## config.mk

```make
export PLATFORM = sky130hd
export DESIGN_NAME = wr_hold_buf
export DESIGN_NICKNAME = d
export VERILOG_FILES = /design/src/rtl/wr_hold_pkg.sv /design/src/rtl/wr_hold_store.sv /design/src/rtl/wr_hold_fsm.sv /design/src/rtl/wr_hold_out.sv /design/src/rtl/wr_hold_buf.sv
export SDC_FILE = /design/constraint.sdc
export NUM_CORES = 1
export LEC_CHECK = 0
export CAP_MARGIN = 20
export CELL_PAD_IN_SITES_DETAIL_PLACEMENT = 0
export CELL_PAD_IN_SITES_GLOBAL_PLACEMENT = 1
export CORE_ASPECT_RATIO = 0.75
export CORE_MARGIN = 2
export CORE_UTILIZATION = 31
export DETAILED_ROUTE_END_ITERATION = 8
export PLACE_DENSITY = 0.86
export SLEW_MARGIN = 30
export SYNTH_ARGS = -nofsm -noshare
export SYNTH_HDL_FRONTEND = slang
export SYNTH_SLANG_ARGS = --single-unit
```

## constraint.sdc

```tcl
create_clock -name clk_i -period 1.5 [get_ports clk_i]
set_input_delay 0.15 -clock clk_i [delete_from_list [all_inputs] [get_ports clk_i]]
set_output_delay 0.15 -clock clk_i [all_outputs]
set_load 0.1 [all_outputs]
```

## src/rtl/wr_hold_pkg.sv

```systemverilog
package wr_hold_pkg;
  typedef enum logic {
    WH_EMPTY = 1'b0,
    WH_FULL  = 1'b1
  } wh_state_e;
endpackage

```

## src/rtl/wr_hold_store.sv

```systemverilog
module wr_hold_store #(
  parameter int unsigned TXN_W = 32
) (
  input  logic             clk_i,
  input  logic             rst_ni,
  input  logic             load_i,
  input  logic [TXN_W-1:0] d_i,
  output logic [TXN_W-1:0] q_o
);
  logic [TXN_W-1:0] q_q;

  always_ff @(posedge clk_i or negedge rst_ni) begin
    if (!rst_ni)     q_q <= '0;
    else if (load_i) q_q <= d_i;
  end

  assign q_o = q_q;
endmodule

```

## src/rtl/wr_hold_fsm.sv

```systemverilog
module wr_hold_fsm
  import wr_hold_pkg::*;
#(
  parameter bit BUF_EN = 1'b1
) (
  input  logic      clk_i,
  input  logic      rst_ni,
  input  logic      up_valid_i,
  input  logic      up_bufable_i,
  input  logic      dn_ready_i,
  output wh_state_e state_o,
  output logic      load_o,
  output logic      bufe_o
);
  generate
    if (BUF_EN) begin : g_buf
      wh_state_e state_q, state_d;
      logic      req_buf;

      assign req_buf = up_valid_i & up_bufable_i;

      always_comb begin
        state_d = state_q;
        load_o  = 1'b0;
        unique case (state_q)
          WH_EMPTY: begin
            if (req_buf && !dn_ready_i) begin
              load_o  = 1'b1;
              state_d = WH_FULL;
            end
          end
          WH_FULL: begin
            if (dn_ready_i) begin
              // drain and refill in one edge when a bufferable request waits
              load_o  = req_buf;
              state_d = req_buf ? WH_FULL : WH_EMPTY;
            end
          end
          default: state_d = WH_EMPTY;
        endcase
      end

      always_ff @(posedge clk_i or negedge rst_ni) begin
        if (!rst_ni) state_q <= WH_EMPTY;
        else         state_q <= state_d;
      end

      assign state_o = state_q;
      assign bufe_o  = up_bufable_i;
    end else begin : g_pass
      assign state_o = WH_EMPTY;
      assign load_o  = 1'b0;
      assign bufe_o  = 1'b0;
    end
  endgenerate
endmodule

```

## src/rtl/wr_hold_out.sv

```systemverilog
module wr_hold_out
  import wr_hold_pkg::*;
#(
  parameter int unsigned TXN_W = 32
) (
  input  wh_state_e        state_i,
  input  logic             bufe_i,
  input  logic             up_valid_i,
  input  logic [TXN_W-1:0] up_txn_i,
  input  logic [TXN_W-1:0] store_i,
  input  logic             dn_ready_i,
  output logic             up_ready_o,
  output logic             dn_valid_o,
  output logic [TXN_W-1:0] dn_txn_o
);
  logic full;
  assign full = (state_i == WH_FULL);

  always_comb begin
    if (full) begin
      dn_valid_o = 1'b1;
      dn_txn_o   = store_i;
      up_ready_o = bufe_i & dn_ready_i;
    end else begin
      dn_valid_o = up_valid_i;
      dn_txn_o   = up_txn_i;
      up_ready_o = bufe_i | dn_ready_i;
    end
  end
endmodule

```

## src/rtl/wr_hold_buf.sv

```systemverilog
module wr_hold_buf
  import wr_hold_pkg::*;
#(
  parameter int unsigned TXN_W  = 32,
  parameter bit          BUF_EN = 1'b1
) (
  input  logic             clk_i,
  input  logic             rst_ni,
  input  logic             up_valid_i,
  input  logic [TXN_W-1:0] up_txn_i,
  input  logic             up_bufable_i,
  output logic             up_ready_o,
  output logic             dn_valid_o,
  output logic [TXN_W-1:0] dn_txn_o,
  input  logic             dn_ready_i
);
  wh_state_e        state_q;
  logic             load;
  logic             bufe;
  logic [TXN_W-1:0] store_q;

  wr_hold_fsm #(.BUF_EN(BUF_EN)) u_fsm (
    .clk_i       (clk_i),
    .rst_ni      (rst_ni),
    .up_valid_i  (up_valid_i),
    .up_bufable_i(up_bufable_i),
    .dn_ready_i  (dn_ready_i),
    .state_o     (state_q),
    .load_o      (load),
    .bufe_o      (bufe)
  );

  wr_hold_store #(.TXN_W(TXN_W)) u_store (
    .clk_i (clk_i),
    .rst_ni(rst_ni),
    .load_i(load),
    .d_i   (up_txn_i),
    .q_o   (store_q)
  );

  wr_hold_out #(.TXN_W(TXN_W)) u_out (
    .state_i   (state_q),
    .bufe_i    (bufe),
    .up_valid_i(up_valid_i),
    .up_txn_i  (up_txn_i),
    .store_i   (store_q),
    .dn_ready_i(dn_ready_i),
    .up_ready_o(up_ready_o),
    .dn_valid_o(dn_valid_o),
    .dn_txn_o  (dn_txn_o)
  );
endmodule

```

==> results of run 1 <==
-- cell usage after synthesis --
| master | number |
|---|---|
| nor2_1 | 2 |
| dfrtp_1 | 33 |
| mux2_2 | 34 |
| nand2_1 | 3 |
| nor2_4 | 1 |
| buf_2 | 3 |
| buf_6 | 4 |
| xor2_2 | 1 |
| or2_2 | 1 |
| a21o_1 | 1 |
| o21ai_0 | 1 |
| mux2_4 | 30 |
-- cells in the final DEF, fill, tap and decap left out --
cell type / count
mux2_4: 48
buf_12: 37
clkdlybuf4s50_1: 36
dfrtp_1: 32
mux2_2: 16
buf_4: 6
clkbuf_8: 5
nand2_1: 3
clkbuf_1: 3
nor2_1: 2
a21o_1: 1
or2_2: 1
o21ai_4: 1
xor2_2: 1
nor2_4: 1
buf_8: 1
dfrtp_2: 1
-- registers in the layout, summed over array words and instances, names as in the netlist --
signal,cells
u_store.q_o,32
u_fsm.state_o,1
-- final timing paths --
path | to | cells past startpoint | startpoint | slack (ns)
min in group clk_i | u_store.q_o[9]$_DFFE_PN0P_ | 1 | u_store.q_o[9]$_DFFE_PN0P_ | 0.51
max | dn_txn_o[13] | 3 | u_fsm.state_o$_DFF_PN0_ | -0.09
max in group asynchronous | u_fsm.state_o$_DFF_PN0_ | 2 | rst_ni | 0.89
min | u_store.q_o[27]$_DFFE_PN0P_ | 2 | rst_ni | 0.29
min reg2reg | u_store.q_o[9]$_DFFE_PN0P_ | 1 | u_store.q_o[9]$_DFFE_PN0P_ | 0.51
max reg2reg | u_store.q_o[0]$_DFFE_PN0P_ | 5 | u_fsm.state_o$_DFF_PN0_ | -0.08
-- layer usage --
metal,track usage (%),vias up,share of wire [%]
li1,-,565,-
met1,19.14,573,48
met2,20.92,49,44
met5,0,-,0
met3,4.674,6,6.8
met4,4.882,0,1.2
-- kinds of logic after synthesis --
family / count (synthesis)
flip-flops: 33
multiplexers: 64
AND/OR/NAND/NOR: 7
buffers and inverters: 7
XOR/XNOR: 1
AO/OA/AOI/OAI: 2
-- layout make-up --
class	count	area (µm²)	share of cell area (%)
clock buffers	8	80.08	2.551
multi-input cells	74	977.2	31.13
flip-flops and latches	33	827.0	26.35
well taps	75	93.84	2.989
repair buffers	80	1161	36.99
-- repair_timing --
action                     4_1_cts  5_1_grt
hold buffers                     0        0
gates resized for setup         22        2
gates cloned                     0        0
setup endpoints to repair       33       65
buffers inserted                 1        0
-- stage by stage --
stage	cells	total power [mW]
finish	270	4.546
global route	270	4.735
CTS	270	4.592
detailed placement	261	3.865
global placement	261	3.829
floorplan	114	2.986
-- critical path, stage by stage, from the launching register on --
cell	delay (ns)
dfrtp_2	0.43
buf_4	0.19
mux2_2	0.37
buf_12	0.17
-- power by group through the flow --
stage / Combinational (mW) / Sequential (mW) / Clock (mW)
2_1_floorplan: 1.75 / 1.23 / 0
3_3_place_gp: 2.56 / 1.27 / 0
3_5_place_dp: 2.59 / 1.28 / 0
4_1_cts: 2.66 / 1.28 / 0.647
5_1_grt: 2.73 / 1.31 / 0.687
6_report: 2.65 / 1.28 / 0.613
==> impl_results.md, run 1 <==
- Outcome: finished with violations
- Violated checks: negative setup slack
- Die width: just over 90 µm
- Main combinational cell family by area after synthesis: multiplexers
- Post-DP Area: between 2000 and 3000 µm²
- Worst-Skew Late Latency: roughly 0.28 ns
- Clk root buf: clkbuf_8
- Largest net degree at the start of global routing: 34
- Final setup viols: 65
- Wire per inst: about 15 µm
- Clock Path Buffers: 2
- Layout cells sized above 1: between 60% and 70%
- Leak: roughly 1.4 nW
- Yosys top cell by area: dfrtp_1
- Reg power frac: between 20% and 30%
- Filler instances: 404
- Inserted Clock Buffers: 5
- Xor and xnor fraction of the mapped netlist area: less than 1%
- GR Overflow Total: 0
- Sw frac: 41.52%
- Die Y: around 70 µm
- Worst Slack Setup Final: -0.08805 ns
- Top cells by area, synth: dfrtp_1 (46%), mux2_4 (25%), mux2_2 (21%)
- Sequential area share after synthesis: a little under half
- Adder-cell area share of the yosys netlist: 0%
- Final setup skew: ~0.0048 ns
- Syn-to-layout area delta: 75.95%
- Crit path launch type: flip-flop
- CP required: between 1 and 1.5 ns
- Fin area: between 3000 and 4000 µm²
- Fmax: 629.7 MHz
- YS warnings: 0
- Vias: about 1200
- First-pass GRT wire length: 6982 µm
- Final hold vios: 0
- # port buffers: 70
- TritonCTS clock tree: built
- Die area: ~6400 µm²
- Slew @ Worst Pin: around 0.42 ns
- Crit end category: primary output
- Via density per instance: between 4 and 5
- DRT antenna net count: 0
- DP Worst Slack: -0.1301 ns
- Core area: 5439 µm²
- CP Class: flip-flop to primary output
- Gp weighted congestion: about 0.76
- Final WL: about 4100 µm
- Period utilisation layout: 105.9%
- Post-Syn Area per Cell: 15.65 µm²
- Peak supply drop: roughly 0.74 mV
- # IOs: 71
- Synth Instances: between 100 and 150
- Max-cap violation count: 0
- Tot GR Track Use: between 10 and 15%
- Combinational Power Share: between 50% and 60%
- Final Core Density: between 50 and 60%
- WHS: about 0.29 ns
- Residual DRC: 0
- Normalized max-slew margin: ~72%
- PwrDens: about 1400 nW/µm²
- Simple-Gate Fraction of Synth Area: 2.034%
- Num rows: 23
- Worst-path fanout max: 7
- Post-detail-place hpwl: around 3000 µm
- Post-synthesis cell area: roughly 1800 µm²
- Setup TNS: -4.104 ns
- Reg clk slew, reported paths: roughly 0.06 ns
- Mux contribution to synthesized area: approximately 47%
- Initial antenna violation count: 0
- Clk network pwr share: roughly 14%
- Nets: 231
- Switching Power: between 1.5 and 2 mW
- H-tree Lvls: 2
- Worst hold path class: input pin to asynchronous set/reset pin
- Max-slew violation count: 0
- Yosys top cell area share: 46.28%
- Vias in the first global route: ~1400
- Fin crit period: approximately 1.6 ns
- RSZ-0062 raised after global routing: yes
- Starting Density: about a third
- Antenna cells: 0
- 1st-iter DRT viols: 31
- Worst Path Arrival: about 1.4 ns
- Post-synth cell types: 12
- Post-Syn Nets: approximately 150
- DR pass1 iterations: 6
- Clock Sinks: 33
- P_int: between 2 and 3 mW
- Area fraction in compound gates after synthesis: less than 1%
- Number of synthesized register bits: 33
Note: power is estimated with default switching activity, not from simulation.
==> inputs of run 2 (changes only) <==
Settings changed: TNS_END_PERCENT set to 20.
==> impl_results.md, run 2 (synthesis results as in run 1) <==
- Detailed-routed wire length on met2: 1816 µm (unchanged)
- RR Startpoint: u_fsm.state_o$_DFF_PN0_ (unchanged)
- TritonCTS clock tree: built (unchanged)
- Nets: 231 (unchanged)
- Switching Power: 1.888 mW (unchanged)
- Register area: 827.0 µm² (unchanged)
- First-pass GRT wire length: 6982 µm (unchanged)
- # IOs: 71 (unchanged)
- DR pass1 iterations: 6 (unchanged)
- Reg clk slew, reported paths: 0.06 ns (about the same)
- PwrDens: 1448 nW/µm² (unchanged)
- Worst hold path class: input pin to asynchronous set/reset pin (unchanged)
- Top sig layer: met4 (unchanged)
- Via density per instance: 4.419 (unchanged)
- Worst Slack Setup Final: -0.08805 ns (unchanged)
- Crit end category: primary output (unchanged)
- Hold Buf Count CTS: 0 (unchanged)
- Clk root buf: clkbuf_8 (unchanged)
- Core area: 5439 µm² (unchanged)
- Gp weighted congestion: 0.7607 (unchanged)
- Die area: 6385 µm² (unchanged)
- Reg2reg path depth: 5 (unchanged)
- Die Y: 69.70 µm (unchanged)
- Initial antenna violation count: 0 (unchanged)
- P_int: 2.659 mW (unchanged)
- R2r endpoint: u_store.q_o[0]$_DFFE_PN0P_ (unchanged)
- Most frequent cells in the layout: mux2_4 (48), buf_12 (37), clkdlybuf4s50_1 (36) (unchanged)
- Fmax: 629.7 MHz (unchanged)
- Largest net degree at the start of global routing: 34 (unchanged)
- DRT antenna net count: 0 (unchanged)
- Register-to-Register Setup Slack: -0.08 ns (about the same)
- CP Capture Point: dn_txn_o[13] (unchanged)
- Reg power frac: 28.3% (about the same)
- Worst-path fanout max: 7 (unchanged)
- Max-slew violation count: 0 (unchanged)
- Violated checks: negative setup slack (unchanged)
- Max-cap violation count: 0 (unchanged)
- Crit path launch type: flip-flop (unchanged)
- Worst Path Arrival: 1.44 ns (about the same)
- Multi-input logic area: 977.2 µm² (unchanged)
- Period utilisation layout: 105.9% (unchanged)
- Die width: 91.60 µm (unchanged)
- Clock Path Buffers: 2 (unchanged)
- Combinational Power Share: 58.3% (about the same)
- CP Class: flip-flop to primary output (unchanged)
- Final setup viols: 65 (unchanged)
- Residual DRC: 0 (unchanged)
- Peak supply drop: 0.7423 mV (unchanged)
- Vias in the first global route: 1354 (unchanged)
- Vias: 1193 (unchanged)
- Final Core Density: 57.72% (unchanged)
- Sw frac: 41.52% (unchanged)
- Inserted Clock Buffers: 5 (unchanged)
- Antenna cells: 0 (unchanged)
- Starting Density: 32.80% (unchanged)
- Fin area: 3139 µm² (unchanged)
- 1st-iter DRT viols: 31 (unchanged)
- CP startpoint: u_fsm.state_o$_DFF_PN0_ (unchanged)
- GR Overflow Total: 0 (unchanged)
- Post-Layout Cell Count: 270 (unchanged)
- # port buffers: 70 (unchanged)
- Met3 WL: 280 µm (unchanged)
- Post-DP Area: 2963 µm² (unchanged)
- Layout cells sized above 1: 60.51% (unchanged)
- Leak: 1.395 nW (unchanged)
- Num rows: 23 (unchanged)
- Final setup skew: 0.004836 ns (unchanged)
- DP Cell Count: 261 (unchanged)
- Syn-to-layout area delta: 75.95% (unchanged)
- Final WL: 4131 µm (unchanged)
- Clk network pwr share: 13.5% (about the same)
- Outcome: finished with violations (unchanged)
- H-tree Lvls: 2 (unchanged)
- Final hold vios: 0 (unchanged)
- Normalized max-slew margin: 71.80% (unchanged)
- Flip-flop count of the largest register after layout: 32 (unchanged)
- Wire per inst: 15.30 µm (unchanged)
- CP required: 1.35 ns (about the same)
- Worst-Skew Late Latency: 0.28 ns (about the same)
- Commonest non-fill, non-tap cell in the layout: mux2_4 (unchanged)
- Clock Sinks: 33 (unchanged)
- Slew @ Worst Pin: 0.4230 ns (unchanged)
- Filler instances: 404 (unchanged)
- Met1 wire length: 1982 µm (unchanged)
- WHS: 0.2869 ns (unchanged)
- Fin crit period: 1.588 ns (unchanged)
- RSZ-0062 raised after global routing: yes (unchanged)
- Tot GR Track Use: 14.07% (unchanged)
- Post-detail-place hpwl: 3012 µm (unchanged)
[run 2: cell counts in the layout (fill, tap and decap cells not counted)]
No cell type changed its count.
[run 2: repair_timing]
item | in CTS | in global routing
resized for setup | 22 | 2
pin swaps | 0 | 0
endpoints found under the setup margin | 33 | 65
setup buffers | 1 | 0
[run 2: layout make-up]
type | instances | area share (%)
Sequential cell | 33 | 26.35
Multi-Input combinational cell | 74 | 31.13
Clock buffer | 8 | 2.551
Tap cell | 75 | 2.989
Timing Repair Buffer | 80 | 36.99
[run 2: per-stage QoR]
step                setup WS (ns)  total power [mW]  TNS (ns)
finish                   -0.08805             4.546    -4.104
CTS                       -0.1057             4.592    -4.508
floorplan                 0.08290             2.986         0
global placement         -0.09242             3.829    -2.481
detailed placement        -0.1301             3.865    -3.234
global route              -0.1459             4.735    -6.762
[run 2: worst min path at each step]
stage | from | end | slack [ns] | depth (start not counted)
floorplan | rst_ni | u_fsm.state_o$_DFF_PN0_ | -0.15 | 0
global placement | u_store.q_o[17]$_DFFE_PN0P_ | u_store.q_o[17]$_DFFE_PN0P_ | 0.49 | 1
detailed placement | u_store.q_o[7]$_DFFE_PN0P_ | u_store.q_o[7]$_DFFE_PN0P_ | 0.49 | 1
CTS | rst_ni | u_store.q_o[31]$_DFFE_PN0P_ | 0.30 | 2
global route | rst_ni | u_store.q_o[31]$_DFFE_PN0P_ | 0.32 | 2
finish | rst_ni | u_store.q_o[27]$_DFFE_PN0P_ | 0.29 | 2
[run 2: power by group through the flow]
stage | registers (mW) | logic [mW] | clock network (mW)
after floorplan | 1.23 | 1.75 | 0
after detailed placement | 1.28 | 2.59 | 0
after global placement | 1.27 | 2.56 | 0
after global routing | 1.31 | 2.73 | 0.687
after CTS | 1.28 | 2.66 | 0.647
final | 1.28 | 2.65 | 0.613
[run 2: worst max-delay path, stage by stage (launching register included)]
cell     delay (ns)
dfrtp_2        0.43
buf_4          0.19
mux2_2         0.37
buf_12         0.17
[run 2: per-layer routing]
layer,track usage (%),vias to the layer above
met5,0,-
met4,4.882,0
met3,4.674,6
met2,20.92,49
met1,19.14,573
li1,-,565
